<file path="config.mk">
export PLATFORM = sky130hd
export DESIGN_NAME = mc_dma
export DESIGN_NICKNAME = d
export VERILOG_FILES = /design/src/rtl/mc_dma_pkg.sv /design/src/rtl/mc_dma_chan.sv /design/src/rtl/mc_dma_arb.sv /design/src/rtl/mc_dma_engine.sv /design/src/rtl/mc_dma.sv
export SDC_FILE = /design/constraint.sdc
export NUM_CORES = 2
export LEC_CHECK = 0
export BUFFER_PORTS_ARGS = -buffer_cell sky130_fd_sc_hd__buf_2
export CORE_AREA = 2 2 449 451
export CTS_CLUSTER_SIZE = 14
export DETAILED_ROUTE_END_ITERATION = 8
export DIE_AREA = 0 0 451 453
export GPL_TIMING_DRIVEN = 0
export SLEW_MARGIN = 25
export SYNTH_ARGS = -nofsm -noshare
export SYNTH_HDL_FRONTEND = slang
export SYNTH_SLANG_ARGS = --single-unit
</file>
<file path="constraint.sdc">
create_clock -name clk -period 9.6 [get_ports clk]
set_input_delay 1.44 -clock clk [delete_from_list [all_inputs] [get_ports clk]]
set_output_delay 1.44 -clock clk [all_outputs]
set_load 0.05 [all_outputs]
</file>
<file path="src/rtl/mc_dma_pkg.sv">
package mc_dma_pkg;

   localparam int CTRL_W = 10;

   localparam logic [2:0] IDX_CTRL  = 3'd0;
   localparam logic [2:0] IDX_COUNT = 3'd1;
   localparam logic [2:0] IDX_SRC   = 3'd2;
   localparam logic [2:0] IDX_DST   = 3'd3;
   localparam logic [2:0] IDX_FLAGS = 3'd4;

   typedef struct packed {
      logic [1:0] prio;
      logic [1:0] dsz;
      logic [1:0] ssz;
      logic       dinc;
      logic       sinc;
      logic       circ;
      logic       en;
   } chan_ctrl_t;

   typedef enum logic [1:0] {
      ENG_IDLE = 2'd0,
      ENG_RD   = 2'd1,
      ENG_WR   = 2'd2
   } eng_state_e;

   function automatic logic [2:0] size_bytes(input logic [1:0] sz);
      case (sz)
         2'd0:    return 3'd1;
         2'd1:    return 3'd2;
         default: return 3'd4;
      endcase
   endfunction

   function automatic logic [31:0] size_mask(input logic [1:0] sz);
      case (sz)
         2'd0:    return 32'h0000_00FF;
         2'd1:    return 32'h0000_FFFF;
         default: return 32'hFFFF_FFFF;
      endcase
   endfunction

endpackage

</file>
<file path="src/rtl/mc_dma_chan.sv">
module mc_dma_chan
   import mc_dma_pkg::*;
#(
   parameter int AW = 32,
   parameter int CW = 16
) (
   input  logic          clk,
   input  logic          rst_n,
   input  logic          cfg_wr,
   input  logic [2:0]    cfg_idx,
   input  logic [31:0]   cfg_wdata,
   input  logic [2:0]    rd_idx,
   output logic [31:0]   rd_data,
   input  logic          dreq,
   input  logic          item_done,
   output logic          elig,
   output chan_ctrl_t    ctrl,
   output logic [AW-1:0] cur_src,
   output logic [AW-1:0] cur_dst,
   output logic          flag_tc,
   output logic          flag_ht
);

   chan_ctrl_t    ctrl_q;
   logic [CW-1:0] prog_q, rem_q, rem_dec;
   logic [AW-1:0] bsrc_q, bdst_q, csrc_q, cdst_q;
   logic [AW-1:0] src_step, dst_step;
   logic          tc_q, ht_q;
   logic          last_item, half_item;

   assign rem_dec   = rem_q - 1'b1;
   assign last_item = (rem_dec == '0);
   assign half_item = (rem_dec == (prog_q >> 1));
   assign src_step  = ctrl_q.sinc ? AW'(size_bytes(ctrl_q.ssz)) : '0;
   assign dst_step  = ctrl_q.dinc ? AW'(size_bytes(ctrl_q.dsz)) : '0;

   always_ff @(posedge clk or negedge rst_n) begin
      if (!rst_n) begin
         ctrl_q <= '0;
         prog_q <= '0;
         rem_q  <= '0;
         bsrc_q <= '0;
         bdst_q <= '0;
         csrc_q <= '0;
         cdst_q <= '0;
         tc_q   <= 1'b0;
         ht_q   <= 1'b0;
      end else begin
         if (cfg_wr) begin
            case (cfg_idx)
               IDX_CTRL:  ctrl_q <= chan_ctrl_t'(cfg_wdata[CTRL_W-1:0]);
               IDX_COUNT: begin
                  prog_q <= cfg_wdata[CW-1:0];
                  rem_q  <= cfg_wdata[CW-1:0];
               end
               IDX_SRC: begin
                  bsrc_q <= cfg_wdata[AW-1:0];
                  csrc_q <= cfg_wdata[AW-1:0];
               end
               IDX_DST: begin
                  bdst_q <= cfg_wdata[AW-1:0];
                  cdst_q <= cfg_wdata[AW-1:0];
               end
               IDX_FLAGS: begin
                  if (cfg_wdata[0]) tc_q <= 1'b0;
                  if (cfg_wdata[1]) ht_q <= 1'b0;
               end
               default: ;
            endcase
         end
         // a finishing item overrides a same-cycle register write
         if (item_done) begin
            if (half_item) ht_q <= 1'b1;
            if (last_item) tc_q <= 1'b1;
            if (last_item && ctrl_q.circ) begin
               rem_q  <= prog_q;
               csrc_q <= bsrc_q;
               cdst_q <= bdst_q;
            end else begin
               rem_q  <= rem_dec;
               csrc_q <= csrc_q + src_step;
               cdst_q <= cdst_q + dst_step;
            end
         end
      end
   end

   assign elig    = ctrl_q.en && dreq && (rem_q != '0);
   assign ctrl    = ctrl_q;
   assign cur_src = csrc_q;
   assign cur_dst = cdst_q;
   assign flag_tc = tc_q;
   assign flag_ht = ht_q;

   always_comb begin
      case (rd_idx)
         IDX_CTRL:  rd_data = 32'(ctrl_q);
         IDX_COUNT: rd_data = 32'(rem_q);
         IDX_SRC:   rd_data = 32'(csrc_q);
         IDX_DST:   rd_data = 32'(cdst_q);
         IDX_FLAGS: rd_data = {30'd0, ht_q, tc_q};
         default:   rd_data = '0;
      endcase
   end


   rem_bound_chk: assert property (@(posedge clk) disable iff (!rst_n)
      rem_q <= prog_q);


   tc_cause_chk: assert property (@(posedge clk) disable iff (!rst_n)
      $rose(tc_q) |-> $past(item_done));


   circ_reload_chk: assert property (@(posedge clk) disable iff (!rst_n)
      (item_done && ctrl_q.circ && rem_q == 1 && !cfg_wr) |=> (rem_q == prog_q && csrc_q == bsrc_q));

endmodule

</file>
<file path="src/rtl/mc_dma_arb.sv">
module mc_dma_arb #(
   parameter int NCH = 7,
   parameter int CHW = 3
) (
   input  logic [NCH-1:0]      elig,
   input  logic [NCH-1:0][1:0] prio,
   output logic                gnt_valid,
   output logic [CHW-1:0]      gnt_idx
);

   logic [1:0] best;

   // scan from the top index down with >=, so ties settle on the lowest index
   always_comb begin
      gnt_valid = 1'b0;
      gnt_idx   = '0;
      best      = '0;
      for (int i = NCH - 1; i >= 0; i--) begin
         if (elig[i] && (!gnt_valid || prio[i] >= best)) begin
            gnt_valid = 1'b1;
            gnt_idx   = CHW'(i);
            best      = prio[i];
         end
      end
   end

endmodule

</file>
<file path="src/rtl/mc_dma_engine.sv">
module mc_dma_engine
   import mc_dma_pkg::*;
#(
   parameter int AW  = 32,
   parameter int DW  = 32,
   parameter int NCH = 7,
   parameter int CHW = 3
) (
   input  logic           clk,
   input  logic           rst_n,
   input  logic           gnt_valid,
   input  logic [CHW-1:0] gnt_idx,
   input  logic [AW-1:0]  sel_src,
   input  logic [AW-1:0]  sel_dst,
   input  logic [1:0]     sel_ssz,
   input  logic [1:0]     sel_dsz,
   output logic           bus_req,
   output logic           bus_we,
   output logic [AW-1:0]  bus_addr,
   output logic [1:0]     bus_size,
   output logic [DW-1:0]  bus_wdata,
   input  logic [DW-1:0]  bus_rdata,
   input  logic           bus_ack,
   output logic           eng_idle,
   output logic [NCH-1:0] done_vec
);

   eng_state_e     st_q;
   logic [CHW-1:0] ch_q;
   logic [AW-1:0]  src_q, dst_q;
   logic [1:0]     ssz_q, dsz_q;
   logic [DW-1:0]  data_q;

   always_ff @(posedge clk or negedge rst_n) begin
      if (!rst_n) begin
         st_q   <= ENG_IDLE;
         ch_q   <= '0;
         src_q  <= '0;
         dst_q  <= '0;
         ssz_q  <= '0;
         dsz_q  <= '0;
         data_q <= '0;
      end else begin
         case (st_q)
            ENG_IDLE: if (gnt_valid) begin
               ch_q  <= gnt_idx;
               src_q <= sel_src;
               dst_q <= sel_dst;
               ssz_q <= sel_ssz;
               dsz_q <= sel_dsz;
               st_q  <= ENG_RD;
            end
            ENG_RD: if (bus_ack) begin
               data_q <= bus_rdata & size_mask(ssz_q);
               st_q   <= ENG_WR;
            end
            ENG_WR: if (bus_ack) st_q <= ENG_IDLE;
            default: st_q <= ENG_IDLE;
         endcase
      end
   end

   assign eng_idle  = (st_q == ENG_IDLE);
   assign bus_req   = (st_q != ENG_IDLE);
   assign bus_we    = (st_q == ENG_WR);
   assign bus_addr  = bus_we ? dst_q : src_q;
   assign bus_size  = bus_we ? dsz_q : ssz_q;
   assign bus_wdata = bus_we ? (data_q & size_mask(dsz_q)) : '0;

   for (genvar i = 0; i < NCH; i++) begin : g_done
      assign done_vec[i] = (st_q == ENG_WR) && bus_ack && (ch_q == CHW'(i));
   end


   bus_hold_chk: assert property (@(posedge clk) disable iff (!rst_n)
      (bus_req && !bus_ack) |=> (bus_req && $stable(bus_addr) && $stable(bus_we)));


   done_onehot_chk: assert property (@(posedge clk) disable iff (!rst_n)
      $onehot0(done_vec));


   item_gap_chk: assert property (@(posedge clk) disable iff (!rst_n)
      (bus_req && bus_we && bus_ack) |=> !bus_req);

endmodule

</file>
<file path="src/rtl/mc_dma.sv">
module mc_dma
   import mc_dma_pkg::*;
#(
   parameter int NCH = 7,
   parameter int AW  = 32,
   parameter int DW  = 32,
   parameter int CW  = 16
) (
   input  logic                   clk,
   input  logic                   rst_n,
   input  logic [NCH-1:0]         dreq,
   input  logic                   reg_wr,
   input  logic [$clog2(NCH)+2:0] reg_addr,
   input  logic [31:0]            reg_wdata,
   output logic [31:0]            reg_rdata,
   output logic                   bus_req,
   output logic                   bus_we,
   output logic [AW-1:0]          bus_addr,
   output logic [1:0]             bus_size,
   output logic [DW-1:0]          bus_wdata,
   input  logic [DW-1:0]          bus_rdata,
   input  logic                   bus_ack,
   output logic [NCH-1:0]         irq_tc,
   output logic [NCH-1:0]         irq_ht
);

   localparam int CHW = $clog2(NCH);

   if (NCH < 2 || NCH > 16) begin : g_bad_nch
      $error("mc_dma: NCH must lie in 2..16");
   end
   if (DW != 32) begin : g_bad_dw
      $error("mc_dma: DW must be 32");
   end
   if (AW < 8 || AW > 32) begin : g_bad_aw
      $error("mc_dma: AW must lie in 8..32");
   end
   if (CW < 2 || CW > 16) begin : g_bad_cw
      $error("mc_dma: CW must lie in 2..16");
   end

   logic [CHW-1:0]      reg_ch;
   logic [2:0]          reg_idx;
   chan_ctrl_t          ch_ctrl [NCH];
   logic [AW-1:0]       ch_src  [NCH];
   logic [AW-1:0]       ch_dst  [NCH];
   logic [31:0]         ch_rd   [NCH];
   logic [NCH-1:0]      ch_elig, done_vec;
   logic [NCH-1:0][1:0] ch_prio;
   logic                gnt_valid, eng_idle;
   logic [CHW-1:0]      gnt_idx;
   logic [AW-1:0]       sel_src, sel_dst;
   logic [1:0]          sel_ssz, sel_dsz;

   assign reg_ch  = reg_addr[CHW+2:3];
   assign reg_idx = reg_addr[2:0];

   for (genvar i = 0; i < NCH; i++) begin : g_ch
      mc_dma_chan #(.AW(AW), .CW(CW)) u_chan (
         .clk       (clk),
         .rst_n     (rst_n),
         .cfg_wr    (reg_wr && (reg_ch == CHW'(i))),
         .cfg_idx   (reg_idx),
         .cfg_wdata (reg_wdata),
         .rd_idx    (reg_idx),
         .rd_data   (ch_rd[i]),
         .dreq      (dreq[i]),
         .item_done (done_vec[i]),
         .elig      (ch_elig[i]),
         .ctrl      (ch_ctrl[i]),
         .cur_src   (ch_src[i]),
         .cur_dst   (ch_dst[i]),
         .flag_tc   (irq_tc[i]),
         .flag_ht   (irq_ht[i])
      );
      assign ch_prio[i] = ch_ctrl[i].prio;
   end

   always_comb begin
      reg_rdata = '0;
      for (int i = 0; i < NCH; i++) begin
         if (reg_ch == CHW'(i)) reg_rdata = ch_rd[i];
      end
   end

   mc_dma_arb #(.NCH(NCH), .CHW(CHW)) u_arb (
      .elig      (ch_elig),
      .prio      (ch_prio),
      .gnt_valid (gnt_valid),
      .gnt_idx   (gnt_idx)
   );

   always_comb begin
      sel_src = '0;
      sel_dst = '0;
      sel_ssz = '0;
      sel_dsz = '0;
      for (int i = 0; i < NCH; i++) begin
         if (gnt_idx == CHW'(i)) begin
            sel_src = ch_src[i];
            sel_dst = ch_dst[i];
            sel_ssz = ch_ctrl[i].ssz;
            sel_dsz = ch_ctrl[i].dsz;
         end
      end
   end

   mc_dma_engine #(.AW(AW), .DW(DW), .NCH(NCH), .CHW(CHW)) u_eng (
      .clk       (clk),
      .rst_n     (rst_n),
      .gnt_valid (gnt_valid),
      .gnt_idx   (gnt_idx),
      .sel_src   (sel_src),
      .sel_dst   (sel_dst),
      .sel_ssz   (sel_ssz),
      .sel_dsz   (sel_dsz),
      .bus_req   (bus_req),
      .bus_we    (bus_we),
      .bus_addr  (bus_addr),
      .bus_size  (bus_size),
      .bus_wdata (bus_wdata),
      .bus_rdata (bus_rdata),
      .bus_ack   (bus_ack),
      .eng_idle  (eng_idle),
      .done_vec  (done_vec)
   );


   grant_elig_chk: assert property (@(posedge clk) disable iff (!rst_n)
      gnt_valid |-> ch_elig[gnt_idx]);


   start_needs_grant_chk: assert property (@(posedge clk) disable iff (!rst_n)
      (eng_idle && !gnt_valid) |=> !bus_req);

endmodule

</file>
==> flow_summary_export.csv <==
group,metric,value,unit
yosys,ys.flop_type,"dfrtp_1",
yosys,avgSynthCellArea,8.08,um^2
clocking,cts_buffers,160,
global_route,grt.total_usage,0.453,
die,die_y,453,um
setup_path,cpMostUsedCell,"ha_1",
yosys,ys_async_sr_fraction,1.00,
placed_design,io_buffers,178,
setup_path,crit_buf_inv,3,
hold_path,hold_path_class,"input port to async pin",
final_layout,final_cell_mix,"2,931 x nand2_1, 1,303 x dfrtp_1, 559 x a21oi_1",
yosys,synthCells,9814,
placed_design,dp.final_hpwl,371000,um
drt,drt_first_iter_violations,12300,
die,ioPinCount,195,
global_route,grt_pass1_vias,77400,
setup_path,cp_slowest_stage_delay,1.19,ns
pwr,ir_drop,0.187,mV
run,maxCapViolations,0,
timing,hold_viol_final,0,
setup_path,r2r_end,"u_eng.ssz_q[0]$_DFFE_PN0P_",
drt,num_vias,83500,
pwr,p_per_area,285,mW/mm^2
setup_path,r2r_start,"g_ch[6].u_chan.rem_q[10]$_DFFE_PN0P_",
timing,hold_slack,0.459,ns
setup_path,critPathArrivalTime,10.34,ns
timing,slew_headroom,0.0839,
die,num_rows,164,
final_layout,drive_above_1_share,0.106,
die,dieWidth,451,um
drt,wl_met3,50400,um
die,core_area,0.199,mm^2
global_route,grt_pass1_wl,642000,um
timing,finalWorstSetupSlack,-0.0489,ns
die,die-area,0.204,mm^2
timing,fmax,0.104,GHz
clocking,clock_latency,0.90,ns
drt,avgRoutedWirePerCell,36.2,um
final_layout,fin_cells,13100,
placed_design,dp_cells,12800,
setup_path,crit_fanout,10,
drt,wl,476000,um
setup_path,worst_r2r_path_depth,40,
yosys,yosys_warnings,0,
final_layout,layout.nets,10400,
yosys,synth_edf_count,0,
setup_path,cpMaxStageDelayCell,"a222oi_1",
global_route,grt_max_degree,117,
final_layout,fill_cells,19900,
setup_path,r2r_slack,-0.05,ns
placed_design,place_congestion,1.09,
yosys,netlist_area,0.0793,mm^2
drt,antenna_left,0,
final_layout,area_growth,15.8,%
clocking,cts_tree,"built",
timing,worst_clock_skew,0.0447,ns
setup_path,path_delay_family,"compound AO/OA/AOI/OAI gates",
outcome,status,"finished with violations",
timing,setup_viol_count_final,1,
global_route,grt_overflow,0,
outcome,violations,"setup timing",
final_layout,layout_commonest_cell,"nand2_1",
yosys,ys_ff_latch,1309,
die,initial_utilization,0.398,
setup_path,crit_type,"flip-flop to flip-flop",
timing,min_period_over_period,1.01,
clocking,cts_root_buffer,"clkbuf_16",
drt,top_layer,"met5",
timing,min_period,9.65,ns
clocking,cts.sinks,1309,
clocking,htreeDepth,4,
drt,drt_first_pass_iters,8,
drt,wl_met1,181000,um
yosys,syn_nets,9977,
yosys,ys_seq_area_frac,0.413,
setup_path,cp-end-kind,"flip-flop",
setup_path,crit_path_start_kind,"flip-flop",
drt,via_per_inst,6.35,
yosys,ys_types,93,
clocking,clkSlewWorstSetupHoldPaths,0.06,ns
global_route,antenna_found_initial,64,
pwr,p_leak,0.0433,uW
drt,drc,0,
final_layout,multi_input_area,0.0435,mm^2
setup_path,cp.required,10.29,ns
pwr,p_total,26200,uW
final_layout,regArea,0.0328,mm^2
drt,wl_met2,198000,um
timing,slew_violations,0,
clocking,clockBufferDepth,3,
timing,worst_slew_pin_slew,1.37,ns
## area by class of cell
cell class | count | share of cell area
Timing Repair Buffer | 317 | 0.0324
Clock buffer | 222 | 0.0503
Inverter | 115 | 0.00470
Multi-Input combinational cell | 7639 | 0.474
Antenna cell | 79 | 0.00215
Clock inverter | 65 | 0.00842
Tap cell | 2656 | 0.0362
Buffer | 743 | 0.0356
Sequential cell | 1309 | 0.357
## how the worst max path moves through the flow
stage / from / endpoint / slack, ns / cells past startpoint
floorplan: g_ch[6].u_chan.rem_q[0]$_DFFE_PN0P_ / u_eng.src_q[10]$_DFFE_PN0P_ / 0.75 / 47
global placement: rst_n / g_ch[1].u_chan.bdst_q[20]$_DFFE_PN0P_ / -23.59 / 1
detailed placement: g_ch[6].u_chan.rem_q[0]$_DFFE_PN0P_ / u_eng.dst_q[12]$_DFFE_PN0P_ / -2.13 / 45
CTS: g_ch[6].u_chan.rem_q[1]$_DFFE_PN0P_ / u_eng.dst_q[2]$_DFFE_PN0P_ / 0.03 / 43
global route: g_ch[6].u_chan.rem_q[1]$_DFFE_PN0P_ / u_eng.src_q[17]$_DFFE_PN0P_ / -0.12 / 45
finish: g_ch[6].u_chan.rem_q[10]$_DFFE_PN0P_ / u_eng.ssz_q[0]$_DFFE_PN0P_ / -0.05 / 40
## stage by stage
stage	util	setup WS (ns)	setup TNS, ns	area [um^2]
final	0.461	-0.0489	-0.0489	91900
after global routing	0.460	-0.117	-4.13	91700
after CTS	0.458	0.0251	0	91300
after detailed placement	0.430	-2.13	-129.42	85600
after global placement	0.419	-23.59	-	83500
after floorplan	-	0.752	0	79300
## synth_stat cells (21+ instances only)
master | number | area share
nand2_1 | 2931 | 0.14
dfrtp_1 | 1309 | 0.41
clkbuf_1 | 620 | 0.029
a21oi_1 | 566 | 0.036
o21ai_0 | 491 | 0.031
nor2_1 | 476 | 0.023
and3_1 | 453 | 0.036
xnor2_1 | 313 | 0.035
xor2_1 | 273 | 0.030
a31oi_1 | 220 | 0.017
mux2_2 | 196 | 0.028
nand3_1 | 186 | 0.012
a22oi_1 | 167 | 0.016
inv_1 | 113 | 0.0053
nor3_1 | 102 | 0.0064
mux2i_1 | 97 | 0.012
nand4_1 | 93 | 0.0073
a211oi_1 | 91 | 0.0086
or3_1 | 91 | 0.0072
o22ai_1 | 73 | 0.0058
ha_1 | 68 | 0.011
and2_1 | 63 | 0.0050
a222oi_1 | 61 | 0.0077
a221oi_1 | 58 | 0.0064
a21o_1 | 57 | 0.0054
buf_1 | 47 | 0.0022
buf_2 | 46 | 0.0029
nor4_1 | 40 | 0.0032
and4_1 | 35 | 0.0039
nor2b_1 | 32 | 0.0025
nand2b_1 | 31 | 0.0024
o211ai_1 | 31 | 0.0029
mux2_1 | 29 | 0.0041
buf_4 | 27 | 0.0026
nor3b_1 | 26 | 0.0025
a22o_1 | 24 | 0.0027
mux2_4 | 23 | 0.0044
nand3b_1 | 23 | 0.0022
a21boi_0 | 21 | 0.0020
## logic make-up after synthesis
kind of cell | Yosys count | share of synthesized area
AND/OR/NAND/NOR | 4646 | 0.258
buffers and inverters | 866 | 0.0440
flip-flops | 1309 | 0.413
XOR/XNOR | 586 | 0.0647
adder cells (fa/ha/maj) | 82 | 0.0143
multiplexers | 363 | 0.0536
AO/OA/AOI/OAI | 1962 | 0.153
## report_power, final
part           switching (uW)  internal (uW)
combinational            6230           3600
clock                    2740           3720
sequential               2960           6930
total                   11900          14200
## what timing repair did
action | 4_1_cts | 5_1_grt
gates resized for setup | 52 | 68
buffers inserted | 14 | 15
pin swaps | 16 | 20
cloned | 0 | 0
endpoints found under the setup margin | 71 | 68
hold buffers | 0 | 0
## routing by layer
metal	vias up	GRT usage
li1	34900	-
met5	-	0
met3	1348	0.123
met1	41800	0.568
met4	16	0.381
met2	5411	0.649
## flip-flops by register name, summed over array words and instances, names as in the netlist
name,cells
g_ch.u_chan.flag_ht,7
u_eng.dst_q,32
u_eng.src_q,32
u_eng.data_q,32
g_ch.u_chan.bsrc_q,224
g_ch.u_chan.cur_dst,224
g_ch.u_chan.bdst_q,224
g_ch.u_chan.ctrl,70
u_eng.dsz_q,2
u_eng.ch_q,3
g_ch.u_chan.cur_src,224
g_ch.u_chan.rem_q,112
g_ch.u_chan.prog_q,112
u_eng.ssz_q,2
u_eng.st_q,2
g_ch.u_chan.flag_tc,7
## worst reg2reg max path: cells and delay by family (launching register included)
kind | cells | cell delay [ns]
buffers and inverters | 3 | 0.53
and+or+nand+nor | 10 | 1.76
DFF | 1 | 0.41
adders and majority gates | 6 | 1.55
muxes | 3 | 1.06
AOI/OAI and AO/OA | 18 | 4.17
Note: power is estimated with default switching activity, not from simulation.
